--- src/rtl/pvcfg_pkg.sv ---
package pvcfg_pkg;

    localparam int OFF_W  = 6;
    localparam int DATA_W = 64;
    localparam int HALF_W = 32;
    localparam int VEC_W  = 16;
    localparam int STAT_W = 8;
    localparam int NPAGES = 2;

    typedef enum logic [1:0] {
        SZ_B1 = 2'd0,
        SZ_B2 = 2'd1,
        SZ_B4 = 2'd2,
        SZ_B8 = 2'd3
    } acc_size_e;

    typedef enum logic [4:0] {
        RID_NONE,
        RID_DEVFSEL,
        RID_DEVFEAT,
        RID_DRVFSEL,
        RID_DRVFEAT,
        RID_CFGVEC,
        RID_NUMQ,
        RID_STATUS,
        RID_GEN,
        RID_QSEL,
        RID_QSIZE,
        RID_QVEC,
        RID_QEN,
        RID_QNOTIFY,
        RID_RING_LO,
        RID_RING_HI,
        RID_RING_64
    } reg_id_e;

    typedef enum logic [0:0] {
        ST_IDLE = 1'b0,
        ST_RESP = 1'b1
    } rsp_state_e;

    // Next value of a 64-bit ring base for a given ring access kind.
    function automatic logic [DATA_W-1:0] ring_next(
        input logic [DATA_W-1:0] cur,
        input reg_id_e           rid,
        input logic [DATA_W-1:0] w
    );
        logic [DATA_W-1:0] r;
        r = cur;
        case (rid)
            RID_RING_LO: r = {cur[DATA_W-1:HALF_W], w[HALF_W-1:0]};
            RID_RING_HI: r = {w[HALF_W-1:0], cur[HALF_W-1:0]};
            RID_RING_64: r = w;
            default:     r = cur;
        endcase
        return r;
    endfunction

endpackage

--- src/rtl/pvcfg_decode.sv ---
module pvcfg_decode
    import pvcfg_pkg::*;
(
    input  logic [OFF_W-1:0] offset,
    input  acc_size_e        size,
    output reg_id_e          rid,
    output logic [1:0]       ring
);

    // Ring bases at 0x20/0x28/0x30 give ring index 0/1/2 from offset bits [4:3].
    assign ring = offset[4:3];

    always_comb begin
        rid = RID_NONE;
        unique case (size)
            SZ_B1: begin
                case (offset)
                    6'h14:   rid = RID_STATUS;
                    6'h15:   rid = RID_GEN;
                    default: rid = RID_NONE;
                endcase
            end
            SZ_B2: begin
                case (offset)
                    6'h10:   rid = RID_CFGVEC;
                    6'h12:   rid = RID_NUMQ;
                    6'h16:   rid = RID_QSEL;
                    6'h18:   rid = RID_QSIZE;
                    6'h1A:   rid = RID_QVEC;
                    6'h1C:   rid = RID_QEN;
                    6'h1E:   rid = RID_QNOTIFY;
                    default: rid = RID_NONE;
                endcase
            end
            SZ_B4: begin
                case (offset)
                    6'h00:               rid = RID_DEVFSEL;
                    6'h04:               rid = RID_DEVFEAT;
                    6'h08:               rid = RID_DRVFSEL;
                    6'h0C:               rid = RID_DRVFEAT;
                    6'h20, 6'h28, 6'h30: rid = RID_RING_LO;
                    6'h24, 6'h2C, 6'h34: rid = RID_RING_HI;
                    default:             rid = RID_NONE;
                endcase
            end
            SZ_B8: begin
                case (offset)
                    6'h20, 6'h28, 6'h30: rid = RID_RING_64;
                    default:             rid = RID_NONE;
                endcase
            end
        endcase
    end

endmodule

--- src/rtl/pvcfg_queue_bank.sv ---
module pvcfg_queue_bank
    import pvcfg_pkg::*;
#(
    parameter int NUM_Q  = 4,
    parameter int QIDX_W = 2
) (
    input  logic                    clk,
    input  logic                    rst_n,
    input  logic                    wr_en,
    input  logic                    sel_ok,
    input  logic [QIDX_W-1:0]       idx,
    input  reg_id_e                 rid,
    input  logic [1:0]              ring,
    input  logic [DATA_W-1:0]       wdata,
    output logic [VEC_W-1:0]        rd_size,
    output logic [VEC_W-1:0]        rd_vec,
    output logic                    rd_en,
    output logic [NUM_Q*VEC_W-1:0]  q_size,
    output logic [NUM_Q*VEC_W-1:0]  q_vector,
    output logic [NUM_Q-1:0]        q_enable,
    output logic [NUM_Q*DATA_W-1:0] q_desc,
    output logic [NUM_Q*DATA_W-1:0] q_avail,
    output logic [NUM_Q*DATA_W-1:0] q_used
);

    for (genvar gi = 0; gi < NUM_Q; gi++) begin : g_queue
        logic              hit;
        logic [VEC_W-1:0]  size_r;
        logic [VEC_W-1:0]  vec_r;
        logic              en_r;
        logic [DATA_W-1:0] desc_r;
        logic [DATA_W-1:0] avail_r;
        logic [DATA_W-1:0] used_r;

        assign hit = wr_en && sel_ok && (idx == QIDX_W'(gi));

        always_ff @(posedge clk) begin
            if (!rst_n) begin
                size_r  <= '0;
                vec_r   <= '0;
                en_r    <= 1'b0;
                desc_r  <= '0;
                avail_r <= '0;
                used_r  <= '0;
            end else if (hit) begin
                case (rid)
                    RID_QSIZE: size_r <= wdata[VEC_W-1:0];
                    RID_QVEC:  vec_r  <= wdata[VEC_W-1:0];
                    RID_QEN:   en_r   <= (wdata[VEC_W-1:0] == VEC_W'(1));
                    RID_RING_LO, RID_RING_HI, RID_RING_64: begin
                        case (ring)
                            2'd0:    desc_r  <= ring_next(desc_r, rid, wdata);
                            2'd1:    avail_r <= ring_next(avail_r, rid, wdata);
                            2'd2:    used_r  <= ring_next(used_r, rid, wdata);
                            default: ;
                        endcase
                    end
                    default: ;
                endcase
            end
        end

        assign q_size[gi*VEC_W +: VEC_W]     = size_r;
        assign q_vector[gi*VEC_W +: VEC_W]   = vec_r;
        assign q_enable[gi]                  = en_r;
        assign q_desc[gi*DATA_W +: DATA_W]   = desc_r;
        assign q_avail[gi*DATA_W +: DATA_W]  = avail_r;
        assign q_used[gi*DATA_W +: DATA_W]   = used_r;
    end

    always_comb begin
        rd_size = '0;
        rd_vec  = '0;
        rd_en   = 1'b0;
        for (int i = 0; i < NUM_Q; i++) begin
            if (sel_ok && (idx == QIDX_W'(i))) begin
                rd_size = q_size[i*VEC_W +: VEC_W];
                rd_vec  = q_vector[i*VEC_W +: VEC_W];
                rd_en   = q_enable[i];
            end
        end
    end

endmodule

--- src/rtl/pvcfg_regs.sv ---
module pvcfg_regs
    import pvcfg_pkg::*;
#(
    parameter int NUM_Q = 4
) (
    input  logic                    clk,
    input  logic                    rst_n,
    input  logic                    req_valid,
    input  logic                    req_write,
    input  logic [OFF_W-1:0]        req_offset,
    input  logic [1:0]              req_size,
    input  logic [DATA_W-1:0]       req_wdata,
    output logic                    rsp_valid,
    output logic [DATA_W-1:0]       rsp_rdata,
    output logic                    invalid_access,
    input  logic [DATA_W-1:0]       dev_features,
    input  logic [STAT_W-1:0]       cfg_generation,
    input  logic [VEC_W-1:0]        queue_count,
    output logic [STAT_W-1:0]       drv_status,
    output logic [VEC_W-1:0]        cfg_vector,
    output logic                    ack_valid,
    output logic [DATA_W-1:0]       ack_mask,
    output logic [NUM_Q*VEC_W-1:0]  q_size,
    output logic [NUM_Q*VEC_W-1:0]  q_vector,
    output logic [NUM_Q-1:0]        q_enable,
    output logic [NUM_Q*DATA_W-1:0] q_desc,
    output logic [NUM_Q*DATA_W-1:0] q_avail,
    output logic [NUM_Q*DATA_W-1:0] q_used
);

    localparam int QIDX_W = (NUM_Q > 1) ? $clog2(NUM_Q) : 1;

    rsp_state_e        state_q, state_d;
    reg_id_e           rid;
    logic [1:0]        ring;
    logic [HALF_W-1:0] dev_fsel, drv_fsel;
    logic [VEC_W-1:0]  qsel;
    logic [HALF_W-1:0] dev_page;
    logic              sel_ok, ack_ok, wr_go, ack_go, bad;
    logic [DATA_W-1:0] rd_c;
    logic [VEC_W-1:0]  bank_size, bank_vec;
    logic              bank_en;

    pvcfg_decode u_decode (
        .offset (req_offset),
        .size   (acc_size_e'(req_size)),
        .rid    (rid),
        .ring   (ring)
    );

    assign sel_ok = (qsel < VEC_W'(NUM_Q)) && (qsel < queue_count);
    assign ack_ok = drv_fsel < HALF_W'(NPAGES);
    assign wr_go  = req_valid && req_write;
    assign ack_go = wr_go && (rid == RID_DRVFEAT) && ack_ok;
    assign bad    = (rid == RID_NONE) || (req_write && (rid == RID_DRVFEAT) && !ack_ok);

    pvcfg_queue_bank #(
        .NUM_Q  (NUM_Q),
        .QIDX_W (QIDX_W)
    ) u_bank (
        .clk      (clk),
        .rst_n    (rst_n),
        .wr_en    (wr_go),
        .sel_ok   (sel_ok),
        .idx      (qsel[QIDX_W-1:0]),
        .rid      (rid),
        .ring     (ring),
        .wdata    (req_wdata),
        .rd_size  (bank_size),
        .rd_vec   (bank_vec),
        .rd_en    (bank_en),
        .q_size   (q_size),
        .q_vector (q_vector),
        .q_enable (q_enable),
        .q_desc   (q_desc),
        .q_avail  (q_avail),
        .q_used   (q_used)
    );

    // Paged view of the device feature vector.
    always_comb begin
        if (dev_fsel == HALF_W'(0)) begin
            dev_page = dev_features[HALF_W-1:0];
        end else if (dev_fsel == HALF_W'(1)) begin
            dev_page = dev_features[DATA_W-1:HALF_W];
        end else begin
            dev_page = '0;
        end
    end

    // Read multiplexer; write-only and 8-byte accesses read as zero.
    always_comb begin
        rd_c = '0;
        unique case (rid)
            RID_DEVFSEL:              rd_c = DATA_W'(dev_fsel);
            RID_DEVFEAT:              rd_c = DATA_W'(dev_page);
            RID_DRVFSEL:              rd_c = DATA_W'(drv_fsel);
            RID_CFGVEC:               rd_c = DATA_W'(cfg_vector);
            RID_NUMQ:                 rd_c = DATA_W'(queue_count);
            RID_STATUS:               rd_c = DATA_W'(drv_status);
            RID_GEN:                  rd_c = DATA_W'(cfg_generation);
            RID_QSEL, RID_QNOTIFY:    rd_c = DATA_W'(qsel);
            RID_QSIZE:                rd_c = DATA_W'(bank_size);
            RID_QVEC:                 rd_c = DATA_W'(bank_vec);
            RID_QEN:                  rd_c = DATA_W'(bank_en);
            default:                  rd_c = '0;
        endcase
    end

    // Device-wide registers.
    always_ff @(posedge clk) begin
        if (!rst_n) begin
            dev_fsel   <= '0;
            drv_fsel   <= '0;
            cfg_vector <= '0;
            drv_status <= '0;
            qsel       <= '0;
        end else if (wr_go) begin
            case (rid)
                RID_DEVFSEL: dev_fsel   <= req_wdata[HALF_W-1:0];
                RID_DRVFSEL: drv_fsel   <= req_wdata[HALF_W-1:0];
                RID_CFGVEC:  cfg_vector <= req_wdata[VEC_W-1:0];
                RID_STATUS:  drv_status <= req_wdata[STAT_W-1:0];
                RID_QSEL:    qsel       <= req_wdata[VEC_W-1:0];
                default: ;
            endcase
        end
    end

    // Response slot state machine.
    always_comb begin
        state_d = state_q;
        unique case (state_q)
            ST_IDLE: state_d = req_valid ? ST_RESP : ST_IDLE;
            ST_RESP: state_d = req_valid ? ST_RESP : ST_IDLE;
        endcase
    end

    always_ff @(posedge clk) begin
        if (!rst_n) begin
            state_q <= ST_IDLE;
        end else begin
            state_q <= state_d;
        end
    end

    assign rsp_valid = (state_q == ST_RESP);

    // Registered outputs of the response slot.
    always_ff @(posedge clk) begin
        if (!rst_n) begin
            rsp_rdata      <= '0;
            invalid_access <= 1'b0;
            ack_valid      <= 1'b0;
            ack_mask       <= '0;
        end else begin
            rsp_rdata      <= (req_valid && !req_write) ? rd_c : '0;
            invalid_access <= req_valid && bad;
            ack_valid      <= ack_go;
            if (ack_go) begin
                ack_mask <= drv_fsel[0] ? {req_wdata[HALF_W-1:0], {HALF_W{1'b0}}}
                                        : {{HALF_W{1'b0}}, req_wdata[HALF_W-1:0]};
            end else begin
                ack_mask <= '0;
            end
        end
    end

endmodule

--- config.mk ---
export PLATFORM = sky130hd
export DESIGN_NAME = pvcfg_regs
export DESIGN_NICKNAME = d
export VERILOG_FILES = /design/src/rtl/pvcfg_pkg.sv /design/src/rtl/pvcfg_decode.sv /design/src/rtl/pvcfg_queue_bank.sv /design/src/rtl/pvcfg_regs.sv
export SDC_FILE = /design/constraint.sdc
export NUM_CORES = 2
export LEC_CHECK = 0
export ABC_AREA = 0
export BUFFER_PORTS_ARGS = -buffer_cell sky130_fd_sc_hd__clkbuf_2
export CAP_MARGIN = 10
export CORE_AREA = 2 2 480 482
export CTS_CLUSTER_DIAMETER = 50
export DETAILED_ROUTE_END_ITERATION = 8
export DIE_AREA = 0 0 482 484
export PLACE_DENSITY_LB_ADDON = 0.3
export SLEW_MARGIN = 20
export SYNTH_ARGS = -nofsm -noshare
export SYNTH_HDL_FRONTEND = slang
export SYNTH_SLANG_ARGS = --single-unit
--- constraint.sdc ---
create_clock -name clk -period 4.7 [get_ports clk]
set_clock_uncertainty 0.2 [all_clocks]
set_input_delay 0.235 -clock clk [delete_from_list [all_inputs] [get_ports clk]]
set_output_delay 0.235 -clock clk [all_outputs]
set_load 0.02 [all_outputs]
# Yosys cells after proc, flatten, opt, wreduce, memory -nomap -nowiden
# Cells that the tools add are included.
dict set report classes {
  order_cmp 3
  n_eq_ne 44
  muxes 22
  bitwise 4
  n_reduce_logical 76
}
# cell n
set ops {}
lappend ops {{$pmux W32 S11} 1}
lappend ops {{$pmux W64 S3} 1}
lappend ops {{$mux W16} 8}
lappend ops {{$reduce_and A5 Y1} 24}
lappend ops {{$mux W32} 2}
lappend ops {{$eq A6 B5 Y1 const B} 9}
lappend ops {{$eq A5 B4 Y1 const B} 8}
lappend ops {{$eq A6 B6 Y1 const B} 6}
lappend ops {{$reduce_and A2 Y1} 18}
lappend ops {{$eq A32 B1 Y1 const B} 1}
lappend ops {{$logic_not A32 Y1} 1}
lappend ops {{$lt A32 B2 Y1 const B} 1}
lappend ops {{$pmux W4 S7} 1}
lappend ops {{$pmux W4 S6} 1}
lappend ops {{$eq A5 B3 Y1 const B} 4}
lappend ops {{$pmux W5 S4} 1}
lappend ops {{$logic_and A1 B1 Y1} 17}
lappend ops {{$eq A16 B1 Y1 const B} 1}
lappend ops {{$lt A16 B16 Y1} 1}
lappend ops {{$lt A16 B3 Y1 const B} 1}
lappend ops {{$eq A6 B4 Y1 const B} 2}
lappend ops {{$reduce_or A3 Y1} 4}
lappend ops {{$eq A2 B2 Y1 const B} 5}
lappend ops {{$eq A5 B2 Y1 const B} 2}
lappend ops {{16 further kinds} 29}
dict set report totals {
  register_bits 1135
  in_bits 164
  out_inout_bits 1055
  word_cells 196
}

# Depth between registers and ports, before layout
dict set report depth {
  word_depth 9
  depth_mapped 12
  mapped_depth_nobuf 9
}

# By module
# From an unflattened synthesis, not the netlist that was laid out.
dict set report unflattened {
  cells_unflattened 4307
  hier_area_um2 41965.2
}
# mod n_inst cells_each area_each_um2 seq_area_each_um2
set modules_own_cells {}
lappend modules_own_cells {pvcfg_queue_bank 1 3299 32861.5 18017.3}
lappend modules_own_cells {pvcfg_regs 1 976 8896.0 4063.9}
lappend modules_own_cells {pvcfg_decode 1 32 207.7 0.0}

# Least setup slack after synthesis
# No wires, ideal clock.
dict set report synth_path {
  kind {input port to flip-flop}
  start {in req_offset[3]}
  end {reg rsp_rdata[11]}
  arrival_ns 2.795
  t_required_ns 4.378
  path_slack_ns 1.584
  path_stages 11
  path_buffers 4
  path_cell_list {clkbuf_1 or4b_1 o32ai_1 clkbuf_1 or2_2 buf_4 buf_4 mux2_2 a222oi_1 a21oi_1 a221o_1}
}
dict set report synth_between {
  elab_chain_cells 7
  elab_cells_between_ends 40
  classes_between {eq/ne (30); mux (6); reduce/logical (4)}
}
# element line_no
set synth_rtl {}
lappend synth_rtl {{from (decl)} pvcfg_regs.sv:10} ;# input logic [OFF_W-1:0] req_offset,
lappend synth_rtl {{$eq A6 B6 Y1, on equally long branches} {pvcfg_decode.sv:36, pvcfg_decode.sv:47}}
lappend synth_rtl {{$reduce_or A3 Y1, on equally long branches} {pvcfg_decode.sv:36, pvcfg_decode.sv:47}}
lappend synth_rtl {{$pmux W4 S6 or $mux W5 (tied branches)} {pvcfg_decode.sv:36, pvcfg_decode.sv:47}}
lappend synth_rtl {{$pmux W5 S4 (*)} pvcfg_decode.sv:15} ;# unique case (size)
lappend synth_rtl {{$eq A5 B4 Y1} pvcfg_regs.sv:94} ;# unique case (rid)
lappend synth_rtl {{$reduce_or A2 Y1} pvcfg_regs.sv:94}
lappend synth_rtl {{$pmux W32 S11 (*)} pvcfg_regs.sv:94}
lappend synth_rtl {{to (signal assigned)} pvcfg_regs.sv:157} ;# rsp_rdata <= (req_valid && !req_write) ? rd_c : '0;
lappend synth_rtl {{to (decl)} pvcfg_regs.sv:14} ;# output logic [DATA_W-1:0] rsp_rdata,
# Every way passes the cells marked *; elsewhere a longest branch is shown, timed or not.
# A chain may end at the register's enable or synchronous reset.

# Worst setup path in the final report
dict set report layout_path {
  start {reg qsel[4]}
  end {reg u_bank.g_queue[0].avail_r[39]}
}
dict set report layout_between {
  elab_chain_cells 5
  elab_cells_between_ends 6
  classes_between {order compare (2); reduce/logical (4)}
}
# element line_no
set layout_rtl {}
lappend layout_rtl {{from (decl)} pvcfg_regs.sv:37} ;# logic [VEC_W-1:0] qsel;
lappend layout_rtl {{from (signal assigned)} pvcfg_regs.sv:124} ;# RID_QSEL: qsel <= req_wdata[VEC_W-1:0];
lappend layout_rtl {{$lt A16 B3 Y1 or $lt A16 B16 Y1 (tied branches)} pvcfg_regs.sv:51} ;# assign sel_ok = (qsel < VEC_W'(NUM_Q)) && (qsel < queue_count);
lappend layout_rtl {{$logic_and A1 B1 Y1 (*)} pvcfg_regs.sv:51}
lappend layout_rtl {{$logic_and A1 B1 Y1 (*) (2 in a row)} pvcfg_queue_bank.sv:35} ;# assign hit = wr_en && sel_ok && (idx == QIDX_W'(gi));
lappend layout_rtl {{$reduce_and A5 Y1 (no source line) (*)} --}
lappend layout_rtl {{to (signal assigned)} pvcfg_queue_bank.sv:53} ;# 2'd1: avail_r <= ring_next(avail_r, rid, wdata);
lappend layout_rtl {{to (decl)} pvcfg_queue_bank.sv:32} ;# logic [DATA_W-1:0] avail_r;
# Marked as above.

==> reports/summary.log <==
[outcome] outcome complete, no violations
[floorplanning] die boundary height 484 µm
[clock_network] number of buffers created by CTS 155
[critical_path] cell with the biggest individual delay on the critical path sky130_fd_sc_hd__or3_2
[logic_synthesis] number of different library cells in the post-synthesis netlist 68
[sta] Slew Viols, Final 0
[logic_synthesis] combinational family with the most area after synthesis simple AND/OR/NAND/NOR gates
[finish] ratio of cells with drive above 1 in the final layout 29.6%
[power] VDD IR-drop max 0.304 mV
[critical_path] capture instance of the worst register-to-register path u_bank.g_queue[0].avail_r[39]
[logic_synthesis] predominant post-synthesis flop cell sky130_fd_sc_hd__dfxtp_1
[clock_network] clock-pin slew of the registers on the worst-case setup and hold paths 60 ps
[critical_path] crit path buf inv count 1
[critical_path] start of the worst register-to-register path qsel[4]
[logic_synthesis] area fraction in and, or, nand and nor cells after synthesis 18.1%
[critical_path] CP Max Fanout 32
[critical_path] data required time of the worst path 5170 ps
[logic_synthesis] number of enable-type register cells in the synthesized netlist 0
[logic_synthesis] per-instance average area after synthesis 9.24 µm²
[sta] post-route fraction of the period consumed by the critical path 92.5%
[power] pwr/cell area 387 mW/mm²
[floorplanning] number of cell rows 176
[critical_path] crit path DAT 4820 ps
[global_route] GRT Resource Usage Total 18.7%
[finish] layout net count 5,799
[logic_synthesis] flip-flop and latch count after synthesis 1,103
[route] number of violations reported at the end of detailed-routing iteration 0 3,302
[flow_run] max-cap violation count 0
[sta] Hold Fails Final Rpt 0
[route] Detail Route Antenna Nets 0
[critical_path] endpoint type of the worst setup path flop
[sta] measured slew at the worst slew-check pin 1150 ps
[critical_path] slack of the worst reg-to-reg path 350 ps
[logic_synthesis] sequential share of the synthesized area 53.3%
[route] via count normalized by instance count 4.44
[clock_network] cts-stage hold buffer count 103
[clock_network] post-CTS setup-driven buffer insertion count 0
[critical_path] crit-path max cell delay 990 ps
[floorplanning] effective utilization at floorplan 18.1%
[global_route] pin count of the biggest net entering global routing 178
[sta] setup repair after global routing missed its margin no
[logic_synthesis] gate count after technology mapping 4,482
[clock_network] H-Tree Depth 4
[finish] most common library cell in the layout ignoring fill and taps sky130_fd_sc_hd__clkbuf_2
[global_route] number of global-route vias before repair 37,000
[floorplanning] die outline width 482 µm
[sta] Tmin final 4350 ps
[power] static leakage power 22.2 nW
[critical_path] R2R depth 7
[placement] detailed placement HPWL 169 mm
[sta] setup slack of the critical path after layout 350 ps
[placement] Final Wtd Congestion 0.888
[logic_synthesis] post-synthesis compound-gate area fraction 14.5%
[floorplanning] core area 0.229 mm²
[floorplanning] overall die area 0.233 mm²
[logic_synthesis] post-synthesis mux area share 8.18%
[route] wire per inst 26.0 µm
[global_route] number of antenna violations at the first check in global routing 48
[logic_synthesis] proportion of synthesized flip-flops having asynchronous set or reset 0%
[sta] sum of negative setup slack 0 ps
[route] via total after detailed routing 39,100
[clock_network] largest buffer count on any clock path 3
[critical_path] kind of cell adding the most delay to the critical path simple AND/OR/NAND/NOR gates
[hold_path] Hold Crit Class input pin to flop
[finish] Layout area overhead 37.3%
[critical_path] cells along the critical path or4_1 > a2111oi_2 > nand4_1 > or3_2 > nand3_1 > o21ai_1 > dlygate4sd3_1
[global_route] wire length of the first global-routing pass 307 mm
[hold_path] Hold Crit Endpoint u_bank.g_queue[1].used_r[62]
[placement] Post-Place Setup Slack 529 ps
[sta] Finish-stage setup viols 0
[logic_synthesis] Post-Synth Adder-Cell Area 0.453%
[critical_path] startpoint type of the worst setup path flop
[finish] commonest cells after routing, fill and taps aside sky130_fd_sc_hd__clkbuf_2 (1,185), sky130_fd_sc_hd__dfxtp_1 (1,101), sky130_fd_sc_hd__nand2_1 (645)
[logic_synthesis] Post-Synthesis Cell Area 0.0414 mm²
[clock_network] Clock Sinks 1,103
[logic_synthesis] xor and xnor fraction of the mapped netlist area 0.0211%
[hold_path] cell depth of the worst hold path 4
[logic_synthesis] total of warnings raised by yosys 0
[hold_path] hold path startpoint req_wdata[62]
[global_route] GRT overflow 0
[clock_network] buffer cell driving the clock tree root sky130_fd_sc_hd__clkbuf_16
[placement] total of buffers placed on input and output ports 1,186
[route] number of remaining DRC errors 0
[clock_network] CTS resizes 0
[critical_path] start-to-end type of the worst setup path flop to flop
[clock_network] clock latency on the worst-skew pair 830 ps
[route] DRT Wirelength 228 mm
[sta] worst max-slew margin expressed relative to the limit 23.4%
[route] total iterations of the first detailed-routing run 8
[floorplanning] number of I/O pins 1,219
[sta] highest achievable clock rate 230 MHz
[clock_network] CTS tree built
==> how the worst max path moves through the flow <==
stage                                         end  cells past startpoint           from  slack [ps]
floorplan                           rsp_rdata[11]                     11  req_offset[3]        1580
global placement    u_bank.g_queue[0].avail_r[14]                      7  req_offset[5]         590
detailed placement   u_bank.g_queue[1].desc_r[12]                      7  req_offset[5]         530
CTS                 u_bank.g_queue[0].avail_r[39]                      7        qsel[4]         400
global route        u_bank.g_queue[0].avail_r[39]                      7        qsel[4]         230
finish              u_bank.g_queue[0].avail_r[39]                      7        qsel[4]         350
==> Yosys cell counts, types with 15 or more instances <==
cell type,count,share of area [%]
sky130_fd_sc_hd__nor4_1,25,0.38
sky130_fd_sc_hd__nor2_1,48,0.43
sky130_fd_sc_hd__inv_1,21,0.19
sky130_fd_sc_hd__a22o_1,33,0.70
sky130_fd_sc_hd__a22oi_1,26,0.47
sky130_fd_sc_hd__nor2b_1,36,0.54
sky130_fd_sc_hd__a21boi_1,77,1.4
sky130_fd_sc_hd__nand3_1,626,7.6
sky130_fd_sc_hd__clkbuf_1,344,3.1
sky130_fd_sc_hd__a21oi_1,15,0.18
sky130_fd_sc_hd__nor3_1,20,0.24
sky130_fd_sc_hd__a21boi_0,127,2.3
sky130_fd_sc_hd__a222oi_1,33,0.80
sky130_fd_sc_hd__nand2_1,650,5.9
sky130_fd_sc_hd__buf_4,51,0.92
sky130_fd_sc_hd__o21ai_1,146,1.8
sky130_fd_sc_hd__buf_2,57,0.69
sky130_fd_sc_hd__ha_1,15,0.45
sky130_fd_sc_hd__buf_1,24,0.22
sky130_fd_sc_hd__mux2i_1,279,6.7
sky130_fd_sc_hd__mux2_2,27,0.73
sky130_fd_sc_hd__o21ai_0,452,5.5
sky130_fd_sc_hd__and2_1,67,1.0
sky130_fd_sc_hd__dfxtp_1,1103,53
==> tightest hold or removal path: stages <==
cell and delay [ps]:
sky130_fd_sc_hd__clkbuf_2 120, sky130_fd_sc_hd__a22oi_1 260, sky130_fd_sc_hd__nor3b_1 270, sky130_fd_sc_hd__a31o_2 120
==> report_power, final <==
group | internal, W | total (W) | switching (W)
registers | 0.00935 | 0.00936 | 0.00000288
logic | 0.000215 | 0.000823 | 0.000609
clock network | 0.00690 | 0.0118 | 0.00493
total | 0.0165 | 0.0220 | 0.00555
==> logic make-up after synthesis <==
group,count (synthesis)
flip-flops,1103
multiplexers,319
other,1
buffers and inverters,508
AND/OR/NAND/NOR,1559
AO/OA/AOI/OAI,976
adder cells (fa/ha/maj),15
XOR/XNOR,1
==> stage by stage <==
step,instances,util [%],hold slack [ps],instance area (µm²),power (W)
after global placement,8386,22.1,241,50500,0.0103
after floorplan,4513,-,157,41500,0.00991
after CTS,8767,24.9,6.13,56800,0.0223
after detailed placement,8386,22.1,246,50500,0.0103
final,8788,24.9,55.4,56900,0.0220
after global routing,8773,24.9,83.7,56800,0.0227
==> layout make-up <==
| class | instances | area [µm²] |
|---|---|---|
| Multi-Input combinational cell | 2902 | 17300 |
| Timing Repair Buffer | 1437 | 8290 |
| Antenna cell | 21 | 52.6 |
| Fill cell | 24900 | 172000 |
| Clock buffer | 194 | 4210 |
| Tap cell | 3026 | 3790 |
| Sequential cell | 1103 | 22100 |
| Clock inverter | 84 | 1030 |
| Inverter | 21 | 78.8 |
==> registers in the layout, summed over array words and instances (netlist names), 64 cells and up <==
register                flops
ack_mask                   64
u_bank.g_queue.avail_r    256
u_bank.g_queue.desc_r     256
u_bank.g_queue.size_r      64
u_bank.g_queue.used_r     256
u_bank.g_queue.vec_r       64
==> per-layer routing <==
layer | share of wire (%) | track usage, % | vias to the layer above
met2 | 47 | 31.1 | 1788
met1 | 40 | 22.2 | 18900
met5 | 0.077 | 0 | -
met3 | 9.4 | 6.17 | 392
met4 | 3.6 | 6.70 | 28
li1 | - | - | 17900
Note: power is estimated with default switching activity, not from simulation.
